$ cat config.mk
export PLATFORM = sky130hd
export DESIGN_NAME = pwmx_top
export DESIGN_NICKNAME = d
export VERILOG_FILES = /design/src/rtl/pwmx_pkg.sv /design/src/rtl/pwmx_regs.sv /design/src/rtl/pwmx_prescaler.sv /design/src/rtl/pwmx_cycle.sv /design/src/rtl/pwmx_channel.sv /design/src/rtl/pwmx_top.sv
export SDC_FILE = /design/constraint.sdc
export NUM_CORES = 1
export LEC_CHECK = 0
export ABC_AREA = 1
export BUFFER_PORTS_ARGS = -buffer_cell sky130_fd_sc_hd__buf_2
export CAP_MARGIN = 20
export CORE_ASPECT_RATIO = 1.5
export CORE_MARGIN = 5
export CORE_UTILIZATION = 36
export CTS_CLUSTER_SIZE = 30
export DETAILED_ROUTE_END_ITERATION = 10
export MAX_ROUTING_LAYER = met4
export PLACE_DENSITY = 0.52
export SLEW_MARGIN = 30
export SYNTH_ARGS = -nofsm -noshare
export SYNTH_HDL_FRONTEND = slang
export SYNTH_SLANG_ARGS = --single-unit
$ cat constraint.sdc
create_clock -name clk -period 3.95 [get_ports clk]
set_clock_uncertainty 0.15 [all_clocks]
set_input_delay 0.395 -clock clk [delete_from_list [all_inputs] [get_ports clk]]
set_output_delay 0.395 -clock clk [all_outputs]
set_load 0.05 [all_outputs]
$ cat src/rtl/pwmx_pkg.sv
package pwmx_pkg;
  localparam int unsigned DATA_W    = 8;
  localparam int unsigned ADDR_W    = 3;
  localparam int unsigned MAX_CH    = 4;
  localparam int unsigned POS_W     = DATA_W;
  localparam int unsigned DIVEFF_W  = DATA_W + 1;

  localparam logic [ADDR_W-1:0] A_DIV   = 3'd0;
  localparam logic [ADDR_W-1:0] A_CSEL  = 3'd1;
  localparam logic [ADDR_W-1:0] A_MODE  = 3'd2;
  localparam logic [ADDR_W-1:0] A_DUTY0 = 3'd4;

  localparam logic [POS_W-1:0] LAST_SHORT = 8'd254;
  localparam logic [POS_W-1:0] LAST_LONG  = 8'd255;
endpackage

$ cat src/rtl/pwmx_regs.sv
module pwmx_regs
  import pwmx_pkg::*;
#(
  parameter int unsigned CH_N = 4
) (
  input  logic                         clk,
  input  logic                         rst_n,
  input  logic                         wr_en,
  input  logic [ADDR_W-1:0]            wr_addr,
  input  logic [DATA_W-1:0]            wr_data,
  output logic [DATA_W-1:0]            div_q,
  output logic                         sel255_q,
  output logic [CH_N-1:0]              en_q,
  output logic [CH_N-1:0]              pol_q,
  output logic [CH_N-1:0][DATA_W-1:0]  duty_q
);
  logic [DATA_W-1:0] mode_q;

  always_ff @(posedge clk or negedge rst_n) begin
    if (!rst_n) begin
      div_q    <= '0;
      sel255_q <= 1'b0;
      mode_q   <= '0;
    end else if (wr_en) begin
      case (wr_addr)
        A_DIV:   div_q    <= wr_data;
        A_CSEL:  sel255_q <= wr_data[0];
        A_MODE:  mode_q   <= wr_data;
        default: ;
      endcase
    end
  end

  assign en_q  = mode_q[CH_N-1:0];
  assign pol_q = mode_q[MAX_CH+CH_N-1:MAX_CH];

  for (genvar i = 0; i < CH_N; i++) begin : g_duty
    localparam logic [ADDR_W-1:0] MY_ADDR = A_DUTY0 + ADDR_W'(i);
    always_ff @(posedge clk or negedge rst_n) begin
      if (!rst_n)
        duty_q[i] <= '0;
      else if (wr_en && wr_addr == MY_ADDR)
        duty_q[i] <= wr_data;
    end
  end
endmodule

$ cat src/rtl/pwmx_prescaler.sv
module pwmx_prescaler
  import pwmx_pkg::*;
(
  input  logic              clk,
  input  logic              rst_n,
  input  logic [DATA_W-1:0] div_i,
  output logic [DATA_W-1:0] cnt_o,
  output logic              tick_o
);
  logic [DIVEFF_W-1:0] div_eff;
  logic [DATA_W-1:0]   cnt_q;

  assign div_eff = (div_i == '0) ? DIVEFF_W'(256) : {1'b0, div_i};
  assign tick_o  = ({1'b0, cnt_q} >= (div_eff - DIVEFF_W'(1)));

  always_ff @(posedge clk or negedge rst_n) begin
    if (!rst_n)      cnt_q <= '0;
    else if (tick_o) cnt_q <= '0;
    else             cnt_q <= cnt_q + DATA_W'(1);
  end

  assign cnt_o = cnt_q;
endmodule

$ cat src/rtl/pwmx_cycle.sv
module pwmx_cycle
  import pwmx_pkg::*;
(
  input  logic             clk,
  input  logic             rst_n,
  input  logic             tick_i,
  input  logic             sel255_i,
  output logic [POS_W-1:0] pos_o,
  output logic             wrap_o
);
  logic [POS_W-1:0] pos_q;
  logic [POS_W-1:0] last;

  assign last   = sel255_i ? LAST_SHORT : LAST_LONG;
  assign wrap_o = tick_i && (pos_q >= last);

  always_ff @(posedge clk or negedge rst_n) begin
    if (!rst_n)      pos_q <= '0;
    else if (wrap_o) pos_q <= '0;
    else if (tick_i) pos_q <= pos_q + POS_W'(1);
  end

  assign pos_o = pos_q;
endmodule

$ cat src/rtl/pwmx_channel.sv
module pwmx_channel
  import pwmx_pkg::*;
(
  input  logic              clk,
  input  logic              rst_n,
  input  logic              wrap_i,
  input  logic [POS_W-1:0]  pos_i,
  input  logic [DATA_W-1:0] duty_i,
  input  logic              en_i,
  input  logic              pol_i,
  output logic [DATA_W-1:0] shadow_o,
  output logic              pin_o
);
  logic [DATA_W-1:0] shadow_q;
  logic              active;
  logic              pin_q;

  assign active = (pos_i < shadow_q);

  always_ff @(posedge clk or negedge rst_n) begin
    if (!rst_n) begin
      shadow_q <= '0;
      pin_q    <= 1'b0;
    end else begin
      if (wrap_i) shadow_q <= duty_i;
      pin_q <= en_i ? (active ^ pol_i) : pol_i;
    end
  end

  assign shadow_o = shadow_q;
  assign pin_o    = pin_q;
endmodule

$ cat src/rtl/pwmx_top.sv
module pwmx_top
  import pwmx_pkg::*;
#(
  parameter int unsigned CH_N = 4
) (
  input  logic              clk,
  input  logic              rst_n,
  input  logic              wr_en,
  input  logic [2:0]        wr_addr,
  input  logic [7:0]        wr_data,
  output logic [CH_N-1:0]   pwm_o
);
  logic [DATA_W-1:0]               div_q;
  logic                            sel255;
  logic [CH_N-1:0]                 en;
  logic [CH_N-1:0]                 pol;
  logic [CH_N-1:0][DATA_W-1:0]     duty;
  logic [CH_N-1:0][DATA_W-1:0]     shadow;
  logic [DATA_W-1:0]               presc_cnt;
  logic                            tick;
  logic [POS_W-1:0]                pos;
  logic                            wrap;

  pwmx_regs #(.CH_N(CH_N)) regs_i (
    .clk(clk), .rst_n(rst_n), .wr_en(wr_en), .wr_addr(wr_addr),
    .wr_data(wr_data), .div_q(div_q), .sel255_q(sel255),
    .en_q(en), .pol_q(pol), .duty_q(duty)
  );

  pwmx_prescaler presc_i (
    .clk(clk), .rst_n(rst_n), .div_i(div_q), .cnt_o(presc_cnt), .tick_o(tick)
  );

  pwmx_cycle cyc_i (
    .clk(clk), .rst_n(rst_n), .tick_i(tick), .sel255_i(sel255),
    .pos_o(pos), .wrap_o(wrap)
  );

  for (genvar i = 0; i < CH_N; i++) begin : g_ch
    pwmx_channel ch_i (
      .clk(clk), .rst_n(rst_n), .wrap_i(wrap), .pos_i(pos),
      .duty_i(duty[i]), .en_i(en[i]), .pol_i(pol[i]),
      .shadow_o(shadow[i]), .pin_o(pwm_o[i])
    );
  end
endmodule

==> flow_summary.ini <==
[outcome]
status = finished clean

[global_routing]
grt_pass1_wl_mm = 20.44
track_usage = 0.1538
grt-ovfl-total = 0
grt_max_degree = 80
grt_pass1_vias = 4016
grt_antenna_before_repair = 0

[clock_network]
cts_sinks = 101
cts_buffer_depth = 2
post_cts_resized = 0
cts_setup_buffers = 0
worst_skew_pair.late_latency_ns = 0.34
cts-root-buf = clkbuf_16
clk_pin_slew_worst_paths_ns = 0.08
cts_made_buffers = 9
cts_tree = yes
holdBufCountCts = 1
htree_num_levels = 3

[floorplan]
dieWidth_um = 110.0
num_rows = 55
core-area_mm2 = 0.01493
num_io_pins = 18
die_area_mm2 = 0.01761
initial_utilization = 0.3619
die_y_um = 160.1

[timing]
layout_min_cycle_time_ns = 3.213
finalHoldViolCount = 0
worst_slew_margin_rel = 0.4269
setup_viol = 0
worst_pin_slew_ns = 0.8550
timing.final.crit_share = 0.8133
tns_ns = 0
fmax_mhz = 311.3
rsz0062_at_grt = false
slew_violations = 0

[logic_synthesis]
yosysSeqAreaShare = 0.4677
ys_seq_elements = 101
synth_top_area_frac = 0.4677
netlist_area_mm2 = 0.005404
yosysTopAreaCell = dfrtp_1
synthTopCellsByArea = dfrtp_1, nand2_1, ha_1, inv_1, nand3_1
synthCells = 655
yosys.cell_types.count = 32
syn-num-nets = 709
synth.avg_cell_area_um2 = 8.250
yosys_warnings = 0

[critical_path]
r2r_slack_ns = 0.74
startpoint = regs_i.div_q[0]$_DFFE_PN0P_
r2r_start = regs_i.div_q[0]$_DFFE_PN0P_
cp_cell_sequence = inv_1 > ha_1 > nand2_1 > nor2_1 > nand2_1 > o21ai_0 > nand3_1 > nand2_1 > nand2_1 > ha_1 > inv_2 > nor2_4 > nand2_2 > nand3_4 > buf_4 > nand3_1 > nand2_1
max_stage_delay_ns = 0.40
crit_top_cell = nand2_1
crit_fanout = 30
crit_family = simple AND/OR/NAND/NOR gates
endpoint_kind = flip-flop
crit_slowest_cell = dfrtp_1
critPathBufInv = 3
required_ns = 4.08
crit_arrival_ns = 3.34
worst-setup-path-type = reg -> reg
start_kind = flip-flop

[layout]
syn_to_final_growth_pct = 9.331
diodes = 0
final_area_mm2 = 0.005908
nNetsFinal = 721
fill_cells = 1520
drive_above_1_share = 0.07292

[drt]
route.detailed.drc = 0
final_antenna_net_count = 0
viasPerCell = 4.639
drtIter0Drc = 206
wl_per_cell_um = 13.92
vias = 4041
firstDrtPassIters = 4
routed_wl_mm = 12.12

[hold_path]
hp-start = wr_data[3]
min_path_type = in -> reg

[pwr]
cellLeakagePower_nw = 3.122
ir_worst_vdd_uv = 265.7
powerDensity_mw_per_mm2 = 548.9

[flow_run]
drv_cap = 0

[placement]
hpwlAfterDp_mm = 8.803
gp_congestion = 0.8592
postPlaceCellArea_mm2 = 0.005599
io_buffers = 17
==> cells in the mapped netlist <==
cell / number
buf_6: 5
a31oi_1: 1
o211ai_4: 1
dfrtp_1: 101
buf_8: 3
nor2_4: 2
nor2_1: 33
nor3b_1: 3
clkinv_1: 1
nor4_1: 1
nand3b_1: 3
nand3_1: 44
nand2_4: 1
nor3_2: 2
inv_1: 87
a21oi_4: 1
ha_1: 40
or2_2: 1
inv_2: 2
nand3_4: 1
xor2_1: 9
nand2_2: 1
xnor2_1: 2
clkbuf_1: 5
o21ai_0: 41
buf_4: 6
a21oi_1: 19
nor3_1: 3
buf_2: 2
nand2_1: 215
nand4_1: 18
o2111ai_1: 1
==> registers in the layout, summed over array words and instances, names as in the netlist <==
register / flops
g_ch.ch_i.pin_o: 4
cyc_i.pos_o: 8
regs_i.mode_q: 8
regs_i.sel255_q: 1
presc_i.cnt_o: 8
regs_i.div_q: 8
regs_i.duty_q: 32
g_ch.ch_i.shadow_o: 32
==> final timing paths <==
kind                                                   endpoint  cells past startpoint
min reg2reg                g_ch[1].ch_i.shadow_o[1]$_DFFE_PN0P_                      2
max reg2reg                g_ch[1].ch_i.shadow_o[4]$_DFFE_PN0P_                     17
max                        g_ch[1].ch_i.shadow_o[4]$_DFFE_PN0P_                     17
min                               regs_i.duty_q[27]$_DFFE_PN0P_                      3
max in group asynchronous  g_ch[2].ch_i.shadow_o[4]$_DFFE_PN0P_                      3
min in group asynchronous         regs_i.duty_q[26]$_DFFE_PN0P_                      2
==> cells by family after synthesis <==
group | synth area share
AND/OR/NAND/NOR | 0.2616
buffers and inverters | 0.09493
flip-flops | 0.4677
AO/OA/AOI/OAI | 0.06530
adder cells (fa/ha/maj) | 0.09261
XOR/XNOR | 0.01783
==> per-layer routing <==
layer  share of wire  vias to the layer above  global-route usage
met3           0.030                       13             0.01698
li1                -                     2121                   -
met1            0.46                     1852              0.2013
met5               0                        -                   -
met4           0.017                        0             0.05389
met2            0.49                       55              0.2450
==> stage by stage <==
| stage | std cells | hold WS, ns | setup slack [ns] | power (W) | util |
|---|---|---|---|---|---|
| after CTS | 871 | 0.2476 | 0.7279 | 0.003295 | 0.3956 |
| after global routing | 871 | 0.2634 | 0.2819 | 0.003503 | 0.3956 |
| after detailed placement | 854 | 0.3093 | 0.7497 | 0.002399 | 0.3749 |
| after global placement | 854 | 0.3075 | 0.8095 | 0.002378 | 0.3747 |
| final | 871 | 0.2452 | 0.7374 | 0.003243 | 0.3956 |
| after floorplan | 655 | -0.05059 | 1.273 | 0.002198 | - |
==> area by class of cell <==
| type | count | area, um^2 | area share |
|---|---|---|---|
| sequential | 101 | 2527 | 0.4278 |
| multi-input combinational | 443 | 2364 | 0.4000 |
| inverter | 90 | 337.8 | 0.05718 |
| tap | 199 | 249.0 | 0.04214 |
| clock buffer | 9 | 225.2 | 0.03812 |
| timing repair buffer | 22 | 131.4 | 0.02224 |
| clock inverter | 7 | 73.82 | 0.01249 |
==> layout by cell type, fill, tap and decap left out, types with 16 or more instances in the layout <==
cell type  netlist  layout
buf_2            2      16
nor2_1          33      33
a21oi_1         19      19
inv_1           87      87
dfrtp_1        101     101
nand3_1         44      44
nand2_1        215     215
ha_1            40      40
o21ai_0         41      41
nand4_1         18      18
==> tightest hold or removal path, cell delays in order <==
cell and delay (ns):
buf_2 0.07, inv_1 0.09, a21oi_1 0.14
==> power by group <==
group,total (W),internal (W),switching [W],leakage [nW]
Combinational,0.00100,0.000352,0.000648,1.67
Sequential,0.00136,0.00120,0.000163,1.31
Clock,0.000881,0.000449,0.000432,0.147
Total,0.00324,0.00200,0.00124,3.12
Power figures use the tool's default switching activity.
